<file path="src/rtl/asram_pkg.sv">
// Shared types and elaboration-time helpers for the SRAM controller.
// Assumes all timing values are non-negative integers in nanoseconds.
package asram_pkg;

    typedef enum logic [2:0] {
        ST_PWR,
        ST_IDLE,
        ST_RD,
        ST_WSU,
        ST_WPL,
        ST_WREC,
        ST_ACK
    } seq_state_t;

    // Cycles needed to cover ns at period clk_ns, never below one.
    function automatic int ns2cyc(input int ns, input int clk_ns);
        int c;
        c = (ns + clk_ns - 1) / clk_ns;
        return (c < 1) ? 1 : c;
    endfunction

    function automatic int imax(input int a, input int b);
        return (a > b) ? a : b;
    endfunction

endpackage

</file>
<file path="src/rtl/asram_timer.sv">
// Phase down-counter: loaded with (length - 1) when a phase begins,
// reports done on the last cycle of the phase. Assumes load_val fits W.
module asram_timer #(
    parameter int W = 4
) (
    input  logic         clk,
    input  logic         rst_n,
    input  logic         load,
    input  logic [W-1:0] load_val,
    output logic         done
);

    logic [W-1:0] cnt;

    // Load on phase entry, otherwise count down to zero and stay.
    always_ff @(posedge clk) begin
        if (!rst_n)              cnt <= '0;
        else if (load)           cnt <= load_val;
        else if (cnt != '0)      cnt <= cnt - 1'b1;
    end

    assign done = (cnt == '0);

endmodule

</file>
<file path="src/rtl/asram_pwr_wait.sv">
// Power-up interval counter: ok rises after CYC cycles following the
// release of reset and stays high. Assumes CYC >= 1.
module asram_pwr_wait #(
    parameter int CYC = 100,
    localparam int W = $clog2(CYC + 1)
) (
    input  logic clk,
    input  logic rst_n,
    output logic ok
);

    logic [W-1:0] cnt;

    // Count down the remaining wait after reset.
    always_ff @(posedge clk) begin
        if (!rst_n)         cnt <= W'(CYC - 1);
        else if (cnt != '0) cnt <= cnt - 1'b1;
    end

    assign ok = (cnt == '0);

endmodule

</file>
<file path="src/rtl/asram_dpath.sv">
// Address/data holding registers: captures request fields on acceptance
// and the memory's data lines at the end of a read. Assumes accept and
// capture are never high in the same cycle.
module asram_dpath #(
    parameter int AW = 19,
    parameter int DW = 8
) (
    input  logic          clk,
    input  logic          rst_n,
    input  logic          accept,
    input  logic          capture,
    input  logic [AW-1:0] req_addr,
    input  logic [DW-1:0] req_wdata,
    input  logic [DW-1:0] mem_din,
    output logic [AW-1:0] mem_addr,
    output logic [DW-1:0] mem_dout,
    output logic [DW-1:0] rdata
);

    // Hold address and write byte for the whole access.
    always_ff @(posedge clk) begin
        if (!rst_n) begin
            mem_addr <= '0;
            mem_dout <= '0;
        end else if (accept) begin
            mem_addr <= req_addr;
            mem_dout <= req_wdata;
        end
    end

    // Sample read data on the last cycle of the read phase.
    always_ff @(posedge clk) begin
        if (!rst_n)       rdata <= '0;
        else if (capture) rdata <= mem_din;
    end

endmodule

</file>
<file path="src/rtl/asram_seq.sv">
// Access sequencer: steps through power-up, idle, read, write setup,
// write strobe, write recovery and acknowledge. All memory strobes are
// registered from the next state so they change only at clock edges.
// Assumes the phase timer reports done on the last cycle of each phase.
module asram_seq
    import asram_pkg::*;
#(
    parameter int RD_CYC  = 2,
    parameter int SU_CYC  = 1,
    parameter int PW_CYC  = 2,
    parameter int REC_CYC = 0,
    parameter int TW      = 4
) (
    input  logic          clk,
    input  logic          rst_n,
    input  logic          pwr_ok,
    input  logic          req_valid,
    input  logic          req_write,
    input  logic          tmr_done,
    output logic          tmr_load,
    output logic [TW-1:0] tmr_val,
    output logic          accept,
    output logic          capture,
    output logic          ce_n,
    output logic          oe_n,
    output logic          we_n,
    output logic          dout_en,
    output logic          ack
);

    localparam int REC_LD = (REC_CYC > 0) ? REC_CYC - 1 : 0;

    seq_state_t state, nxt;

    // Next-state and phase-timer load decisions.
    always_comb begin
        nxt      = state;
        tmr_load = 1'b0;
        tmr_val  = '0;
        case (state)
            ST_PWR:  if (pwr_ok) nxt = ST_IDLE;
            ST_IDLE: begin
                if (req_valid) begin
                    tmr_load = 1'b1;
                    if (req_write) begin
                        nxt     = ST_WSU;
                        tmr_val = TW'(SU_CYC - 1);
                    end else begin
                        nxt     = ST_RD;
                        tmr_val = TW'(RD_CYC - 1);
                    end
                end
            end
            ST_RD:   if (tmr_done) nxt = ST_ACK;
            ST_WSU: begin
                if (tmr_done) begin
                    nxt      = ST_WPL;
                    tmr_load = 1'b1;
                    tmr_val  = TW'(PW_CYC - 1);
                end
            end
            ST_WPL: begin
                if (tmr_done) begin
                    if (REC_CYC > 0) begin
                        nxt      = ST_WREC;
                        tmr_load = 1'b1;
                        tmr_val  = TW'(REC_LD);
                    end else begin
                        nxt = ST_ACK;
                    end
                end
            end
            ST_WREC: if (tmr_done) nxt = ST_ACK;
            ST_ACK:  nxt = ST_IDLE;
            default: nxt = ST_IDLE;
        endcase
    end

    assign accept  = (state == ST_IDLE) && req_valid;
    assign capture = (state == ST_RD) && tmr_done;

    // State register and registered memory strobes.
    always_ff @(posedge clk) begin
        if (!rst_n) begin
            state   <= ST_PWR;
            ce_n    <= 1'b1;
            oe_n    <= 1'b1;
            we_n    <= 1'b1;
            dout_en <= 1'b0;
            ack     <= 1'b0;
        end else begin
            state   <= nxt;
            ce_n    <= !(nxt inside {ST_RD, ST_WSU, ST_WPL, ST_WREC});
            oe_n    <= (nxt != ST_RD);
            we_n    <= (nxt != ST_WPL);
            dout_en <= (nxt == ST_WPL);
            ack     <= (nxt == ST_ACK);
        end
    end

    // Length of the current write-strobe low pulse, for the checks below.
    logic [TW-1:0] we_lo_cnt;
    always_ff @(posedge clk) begin
        if (!rst_n || we_n) we_lo_cnt <= '0;
        else                we_lo_cnt <= we_lo_cnt + 1'b1;
    end

    AST_PWR_DESEL: assert property (@(posedge clk) disable iff (!rst_n)
        (state == ST_PWR) |-> (ce_n && !ack));
    AST_DRIVE_WINDOW: assert property (@(posedge clk) disable iff (!rst_n)
        dout_en |-> (!we_n && !ce_n && oe_n));
    AST_OE_READ_ONLY: assert property (@(posedge clk) disable iff (!rst_n)
        !oe_n |-> (we_n && !ce_n));
    AST_STROBE_LEN: assert property (@(posedge clk) disable iff (!rst_n)
        $rose(we_n) |-> (we_lo_cnt == TW'(PW_CYC)));
    AST_ACK_SINGLE: assert property (@(posedge clk) disable iff (!rst_n)
        ack |=> !ack);
    AST_ACK_DESEL: assert property (@(posedge clk) disable iff (!rst_n)
        ack |-> ce_n);

endmodule

</file>
<file path="src/rtl/asram_ctrl.sv">
// Top of the asynchronous SRAM controller. Converts nanosecond timing
// parameters into cycle counts and wires the power-up counter, phase
// timer, sequencer and data path together. Assumes the requester holds
// req_valid and its fields until req_ack and drops req_valid on it.
module asram_ctrl
    import asram_pkg::*;
#(
    parameter int AW        = 19,
    parameter int DW        = 8,
    parameter int CLK_NS    = 10,
    parameter int T_PWR_NS  = 1000,
    parameter int T_AA_NS   = 15,
    parameter int T_RC_NS   = 15,
    parameter int T_WC_NS   = 15,
    parameter int T_PWE_NS  = 12,
    parameter int T_SD_NS   = 8,
    parameter int T_AW_NS   = 12,
    parameter int T_HZ_NS   = 7
) (
    input  logic          clk,
    input  logic          rst_n,
    input  logic          req_valid,
    input  logic          req_write,
    input  logic [AW-1:0] req_addr,
    input  logic [DW-1:0] req_wdata,
    output logic          req_ack,
    output logic [DW-1:0] req_rdata,
    output logic [AW-1:0] sram_addr,
    output logic          sram_ce_n,
    output logic          sram_oe_n,
    output logic          sram_we_n,
    output logic [DW-1:0] sram_dout,
    output logic          sram_dout_en,
    input  logic [DW-1:0] sram_din
);

    localparam int PWR_CYC = ns2cyc(T_PWR_NS, CLK_NS);
    localparam int RD_CYC  = imax(ns2cyc(T_AA_NS, CLK_NS), ns2cyc(T_RC_NS, CLK_NS));
    localparam int SU_CYC  = ns2cyc(T_HZ_NS, CLK_NS);
    localparam int PW_CYC  = imax(ns2cyc(T_PWE_NS, CLK_NS),
                                  imax(ns2cyc(T_SD_NS, CLK_NS), ns2cyc(T_AW_NS, CLK_NS)));
    localparam int WC_CYC  = ns2cyc(T_WC_NS, CLK_NS);
    localparam int REC_CYC = (WC_CYC > SU_CYC + PW_CYC) ? WC_CYC - SU_CYC - PW_CYC : 0;
    localparam int MAX_CYC = imax(imax(RD_CYC, SU_CYC), imax(PW_CYC, REC_CYC));
    localparam int TW      = $clog2(MAX_CYC + 1);

    logic          pwr_ok;
    logic          tmr_load;
    logic [TW-1:0] tmr_val;
    logic          tmr_done;
    logic          accept;
    logic          capture;

    asram_pwr_wait #(.CYC(PWR_CYC)) u_pwr (
        .clk   (clk),
        .rst_n (rst_n),
        .ok    (pwr_ok)
    );

    asram_timer #(.W(TW)) u_tmr (
        .clk      (clk),
        .rst_n    (rst_n),
        .load     (tmr_load),
        .load_val (tmr_val),
        .done     (tmr_done)
    );

    asram_seq #(
        .RD_CYC  (RD_CYC),
        .SU_CYC  (SU_CYC),
        .PW_CYC  (PW_CYC),
        .REC_CYC (REC_CYC),
        .TW      (TW)
    ) u_seq (
        .clk       (clk),
        .rst_n     (rst_n),
        .pwr_ok    (pwr_ok),
        .req_valid (req_valid),
        .req_write (req_write),
        .tmr_done  (tmr_done),
        .tmr_load  (tmr_load),
        .tmr_val   (tmr_val),
        .accept    (accept),
        .capture   (capture),
        .ce_n      (sram_ce_n),
        .oe_n      (sram_oe_n),
        .we_n      (sram_we_n),
        .dout_en   (sram_dout_en),
        .ack       (req_ack)
    );

    asram_dpath #(.AW(AW), .DW(DW)) u_dp (
        .clk       (clk),
        .rst_n     (rst_n),
        .accept    (accept),
        .capture   (capture),
        .req_addr  (req_addr),
        .req_wdata (req_wdata),
        .mem_din   (sram_din),
        .mem_addr  (sram_addr),
        .mem_dout  (sram_dout),
        .rdata     (req_rdata)
    );

    AST_ADDR_HOLD: assert property (@(posedge clk) disable iff (!rst_n)
        (!sram_ce_n && $past(!sram_ce_n)) |-> $stable(sram_addr));
    AST_WDATA_HOLD: assert property (@(posedge clk) disable iff (!rst_n)
        (!sram_we_n && $past(!sram_we_n)) |-> $stable(sram_dout));
    AST_NO_ACCESS_ON_ACK: assert property (@(posedge clk) disable iff (!rst_n)
        req_ack |=> sram_ce_n);

endmodule

</file>
<file path="config.mk">
export PLATFORM = sky130hd
export DESIGN_NAME = asram_ctrl
export DESIGN_NICKNAME = d
export VERILOG_FILES = /design/src/rtl/asram_pkg.sv /design/src/rtl/asram_timer.sv /design/src/rtl/asram_pwr_wait.sv /design/src/rtl/asram_dpath.sv /design/src/rtl/asram_seq.sv /design/src/rtl/asram_ctrl.sv
export SDC_FILE = /design/constraint.sdc
export NUM_CORES = 1
export LEC_CHECK = 0
export BUFFER_PORTS_ARGS = -buffer_cell sky130_fd_sc_hd__buf_2
export CAP_MARGIN = 10
export CORE_ASPECT_RATIO = 0.7
export CORE_MARGIN = 5
export CORE_UTILIZATION = 44
export CTS_CLUSTER_SIZE = 28
export DETAILED_ROUTE_END_ITERATION = 8
export PLACE_DENSITY = 0.75
export SLEW_MARGIN = 20
export SYNTH_ARGS = -nofsm -noshare
export SYNTH_HDL_FRONTEND = slang
export SYNTH_SLANG_ARGS = --single-unit
</file>
<file path="constraint.sdc">
create_clock -name clk -period 1.5 [get_ports clk]
set_input_delay 0.225 -clock clk [delete_from_list [all_inputs] [get_ports clk]]
set_output_delay 0.225 -clock clk [all_outputs]
set_load 0.02 [all_outputs]
</file>
* Word level (Yosys, flattened, before mapping) *
Cells that the tools add are included.
W data, S select, Z words.

storage, ports and cells
  bits in registers = 52
  latch bits = 0
  RAM bits = 0
  bits in read-only memories = 0
  input port bits = 39
  output and inout port bits = 40
  logic and storage cells = 51
  memories = 0

operators by class
  add/subtract/negate cells = 2
  multiply operators = 0
  divide/modulo/power cells = 0
  $lt $le $gt $ge = 0
  equality and inequality tests = 12
  shift-type cells = 0
  muxes and demuxes = 15
  bitwise logic cells = 0
  reduce and logical (&&, ||, !) cells = 11

operators by type and width
  cell                   number
  $eq A3 B3 Y1 const B   5
  $eq A3 B2 Y1 const B   4
  $mux W3                4
  $pmux W3 S4            1
  $logic_not A7 Y1       1
  $reduce_bool A7 Y1     1
  $sub A7 B1 Y7 const B  1
  $mux W2                3
  $mux W1                5
  $pmux W2 S2            1
  $reduce_bool A2 Y1     2
  $reduce_bool A4 Y1     1
  $eq A3 B1 Y1 const B   1
  $logic_not A3 Y1       1
  $ne A3 B2 Y1 const B   1
  $ne A3 B3 Y1 const B   1
  $reduce_or A3 Y1       1
  $logic_and A1 B1 Y1    2
  $logic_not A2 Y1       1
  $pmux W1 S2            1
  $sub A2 B1 Y2 const B  1
  $logic_not A1 Y1       1

* Logic depth before layout (Yosys ltp) *
  word-level depth = 6
  gate-level depth with buffers = 7
  depth with buffers taken out = 6

* Cells and area by module *
A second synthesis with hierarchy kept.

second synthesis, totals
  cells, all modules = 210
  area total of the unflattened synthesis = 2,250.9 um2

modules (own cells, without submodules)
  module          instances  cells each  area an instance (um2)  sequential area each (um2)
  asram_dpath     1          112         1,340.0                 700.7
  asram_seq       1          49          450.4                   160.2
  asram_pwr_wait  1          36          336.6                   140.1
  asram_timer     1          13          123.9                   40.0

* Least setup slack after synthesis *
Ideal clock, no wire load.

  kind = reg2reg
  from = reg u_tmr.cnt[0]
  to = reg u_tmr.cnt[0]
  setup time = 0.116 ns
  data arrival time = 1.334 ns
  required time = 1.384 ns
  path slack = 0.050 ns
  stages on the path, launching flop included = 8
  path buffers = 1
  period minus slack after synthesis = 1.450 ns
  path through = dfxtp_1 -> inv_1 -> ha_1 -> buf_6 -> inv_2 -> a31o_1 -> mux2_2 -> o211a_1

on the way
  cells in the longest elaborated chain, start to end = 4
  elaborated cells between the ends (all ways) = 10
  classes of those cells = add/sub (1); mux (6); reduce/logical (3)

RTL lines
  what                                                  RTL line           source
  from (decl)                                           asram_timer.sv:13  logic [W-1:0] cnt;
  from (signal assigned)                                asram_timer.sv:18  else if (load) cnt <= load_val;
  from (signal assigned)                                asram_timer.sv:19  else if (cnt != '0) cnt <= cnt - 1'b1;
  $logic_not A2 Y1                                      asram_timer.sv:22  assign done = (cnt == '0);
  $mux W1                                               asram_seq.sv:56    if (tmr_done) begin
  $pmux W2 S2 / $pmux W1 S2 (equally long branches)     asram_seq.sv:40    case (state)
  $mux W2 / $reduce_bool A2 Y1 (equally long branches)  --

Parallel ways exist; a longest one is shown, timed or not. The select of a mux whose other input is x is not followed.
A chain may end at the register's enable or synchronous reset.

* Worst setup path in the final report *
  from = reg u_seq.state[2]
  to = reg u_tmr.cnt[0]

on the way
  cells in the longest elaborated chain, start to end = 3
  elaborated cells between the ends (all ways) = 6
  classes of those cells = eq/ne (2); mux (3); reduce/logical (1)

RTL lines
  what                                                  RTL line         source
  from (decl)                                           asram_seq.sv:33  seq_state_t state, nxt;
  from (signal assigned)                                asram_seq.sv:92  state <= nxt;
  $eq A3 B2 Y1 / $eq A3 B1 Y1 (equally long branches)   asram_seq.sv:40
  $pmux W2 S2 / $pmux W1 S2 (equally long branches)     asram_seq.sv:40
  $mux W2 / $reduce_bool A2 Y1 (equally long branches)  --

Parallel ways exist; a longest one is shown, timed or not.

==> run summary <==
Most instantiated cells after synthesis -> nand2_1, dfxtp_1, a21boi_0
Sw power -> 0.611 mW
Initial DRT Pass Iterations -> 5
Total chip power -> 2.73 mW
Root Driver -> clkbuf_8
DRC viols -> 0
Util after Layout -> 0.585
DRT Wirelength -> 4510 µm
Yosys cell types -> 41
Status -> complete, no violations
Initial antenna violation count -> 0
Layout cells sized above 1 -> 0.348
Die Span X -> 93.2 µm
Relative slew slack -> 0.748
Period minus WS final -> 1440 ps
Clock-pin transition on the worst setup and hold timing paths -> 90 ps
Worst Hold Depth -> 3
Worst-skew pair later-pin latency -> 290 ps
Reg2reg path depth -> 4
Dpl hpwl -> 3400 µm
Slew @ Worst Pin -> 378 ps
Via/cell ratio -> 4.78
Met2 wire len -> 1980 µm
Most used flip-flop cell after synthesis -> dfxtp_1
Diodes inserted -> 0
Top-area cell type share of the netlist area -> 0.489
Reg power frac -> 0.526
Setup CP Type -> flop to flop
Vias in the first global route -> 1594
DIE AREA -> 0.00635 mm²
Final ANT Viol Nets -> 0
Die Y -> 68.2 µm
Clock share of power -> 0.324
GRT Residual Overflow -> 0
I/O pin count -> 79
WP data arrival -> 1630 ps
Nets -> 355
Endpoint class of the critical path -> flop
CTS buffer count -> 5
Sequential share of the synthesized area -> 0.489
Vias -> 1768
R2R Path Start -> u_seq.state[2]$_SDFF_PN0_
Worst EP required -> 1690 ps
Peak Freq -> 0.695 GHz
YS warnings -> 0
Gr usage total -> 0.143
HP Start -> req_addr[9]
H-tree depth -> 2
Count of final hold-check violations -> 0
Met1 WL -> 2180 µm
Crit path launch type -> flop
Slowest CP cell -> dfxtp_1
VDD IR max -> 486 µV
Final setup viols -> 0
IO buf count -> 78
Internal power -> 2.12 mW
Post-synth ARST share -> 0
Core ar. -> 0.00473 mm²
Clock skew -> 9.30 ps
Period utilisation layout -> 0.960
Row count -> 21
Worst Hold Class -> input pin to flop
Area Overhead vs Synth -> 29.8%
Setup ws final -> 60.5 ps
Top Metal Used -> met4
CP Cell Sequence -> inv_2 -> a31o_1 -> mux2_2 -> o211a_1
Wirelength per Cell -> 12.2 µm
Seq cells post-synth -> 52
Critical R2R Capture -> u_tmr.cnt[0]$_SDFFE_PN0P_
Switching share of power -> 0.224
Syn Inst Count -> 231
Pre-CTS setup slack -> 9.66 ps
Critical Path Fanout Max -> 8
Logic gate share of total power -> 0.150
Starting Density -> 0.450
First-pass GRT wire length -> 7270 µm
Slew Limit Fails -> 0
Synthesized area -> 0.00213 mm²
Cell leakage power -> 1.21 nW
Count leader, synth -> nand2_1
Synth area leader -> dfxtp_1
Max cap viols -> 0
Syn nets -> 272
Clk buf depth -> 2
Clk sinks -> 52
Number of synthesized flops with an enable pin -> 0
RSZ-0062 raised after global routing -> false
Setup TNS -> 0 ps
Hold buffer count at cts -> 0
Worst R2R Setup Slack -> 60 ps
Hold EP -> u_dp.mem_addr[9]$_SDFFE_PN0P_
Initial drt markers -> 79
Pwr Density -> 987 mW/mm²
Met3 wire len -> 329 µm
CTS tree -> built
Hold Slack -> 159 ps
Routability Congestion -> 0.872
Mean Syn Cell Area -> 9.22 µm²
Largest net degree at the start of global routing -> 28
Top post-synthesis cells by area -> dfxtp_1, nand2_1, a21boi_0
Slowest stage delay, CP -> 560 ps
==> state kept, by name, indices dropped and copies added, names as in the netlist <==
name,cells
u_seq.ce_n,1
u_dp.rdata,8
u_dp.mem_addr,19
u_seq.oe_n,1
u_seq.state,3
u_seq.ack,1
u_tmr.cnt,2
u_pwr.cnt,7
u_dp.mem_dout,8
u_seq.we_n,1
u_seq.dout_en,1
==> worst max-delay path by stage <==
stage	from	to	slack [ps]	cells after the start
finish	u_seq.state[2]$_SDFF_PN0_	u_tmr.cnt[0]$_SDFFE_PN0P_	60	4
detailed placement	u_tmr.cnt[0]$_SDFFE_PN0P_	u_dp.rdata[1]$_SDFFE_PN0P_	10	6
global route	u_seq.state[2]$_SDFF_PN0_	u_tmr.cnt[0]$_SDFFE_PN0P_	4	4
CTS	u_tmr.cnt[0]$_SDFFE_PN0P_	u_tmr.cnt[0]$_SDFFE_PN0P_	3	6
floorplan	u_tmr.cnt[0]$_SDFFE_PN0P_	u_tmr.cnt[0]$_SDFFE_PN0P_	50	7
global placement	u_tmr.cnt[0]$_SDFFE_PN0P_	u_tmr.cnt[0]$_SDFFE_PN0P_	80	6
==> power by group through the flow <==
stage	sequential, mW	combinational (mW)	clock, mW
2_1_floorplan	1.47	0.257	0
3_3_place_gp	1.47	0.364	0
3_5_place_dp	1.47	0.372	0
4_1_cts	1.44	0.379	0.909
5_1_grt	1.44	0.454	0.978
6_report	1.44	0.409	0.884
==> stage by stage <==
stage | cell area (µm²) | instances
floorplan | 2130 | 231
global placement | 2620 | 363
detailed placement | 2620 | 363
CTS | 2740 | 370
global route | 2770 | 370
finish | 2770 | 370
==> timing repair <==
action | in CTS | in global routing
buffers inserted | 1 | 0
resized for setup | 0 | 5
setup endpoints to repair | 1 | 15
pin swaps | 1 | 1
==> critical path, delay by kind of cell (launching register included) <==
family | cells | cell delay, ps
AO/OA/AOI/OAI | 2 | 440
buffers and inverters | 1 | 80
flip-flops | 1 | 560
multiplexers | 1 | 260
==> logic make-up after synthesis <==
kind of cell             synth area share
XOR/XNOR                           0.0206
flip-flops                          0.489
multiplexers                       0.0623
AND/OR/NAND/NOR                     0.226
buffers and inverters              0.0546
adder cells (fa/ha/maj)            0.0117
AO/OA/AOI/OAI                       0.136
==> layout make-up <==
| class | count | area, µm² |
|---|---|---|
| clock buffer | 5 | 68.8 |
| tap | 57 | 71.3 |
| fill | 428 | 1960 |
| sequential | 52 | 1040 |
| clock inverter | 1 | 30.0 |
| timing repair buffer | 89 | 523 |
| inverter | 8 | 30.0 |
| multi-input combinational | 158 | 998 |
==> layer usage <==
metal	up-vias	track usage
li1	917	-
met1	794	0.193
met2	55	0.222
met3	2	0.0484
met4	0	0.0329
met5	-	0
==> cells in the final DEF, fill, tap and decap left out, drive strengths merged, types with 2 or more instances in the layout <==
cell / netlist / layout
and2: 3 / 3
nand3: 3 / 3
inv: 8 / 8
nor2b: 9 / 9
o21ai: 2 / 2
nor3: 3 / 3
xnor2: 3 / 3
mux2i: 11 / 11
nand2: 66 / 66
dfxtp: 52 / 52
clkbuf: 4 / 5
ha: 2 / 2
nand2b: 3 / 3
mux2: 2 / 2
xor2: 2 / 2
a21boi: 28 / 28
buf: 9 / 89
and3: 2 / 2
nor2: 7 / 7
No activity file was read; power rests on OpenSTA's default activity.
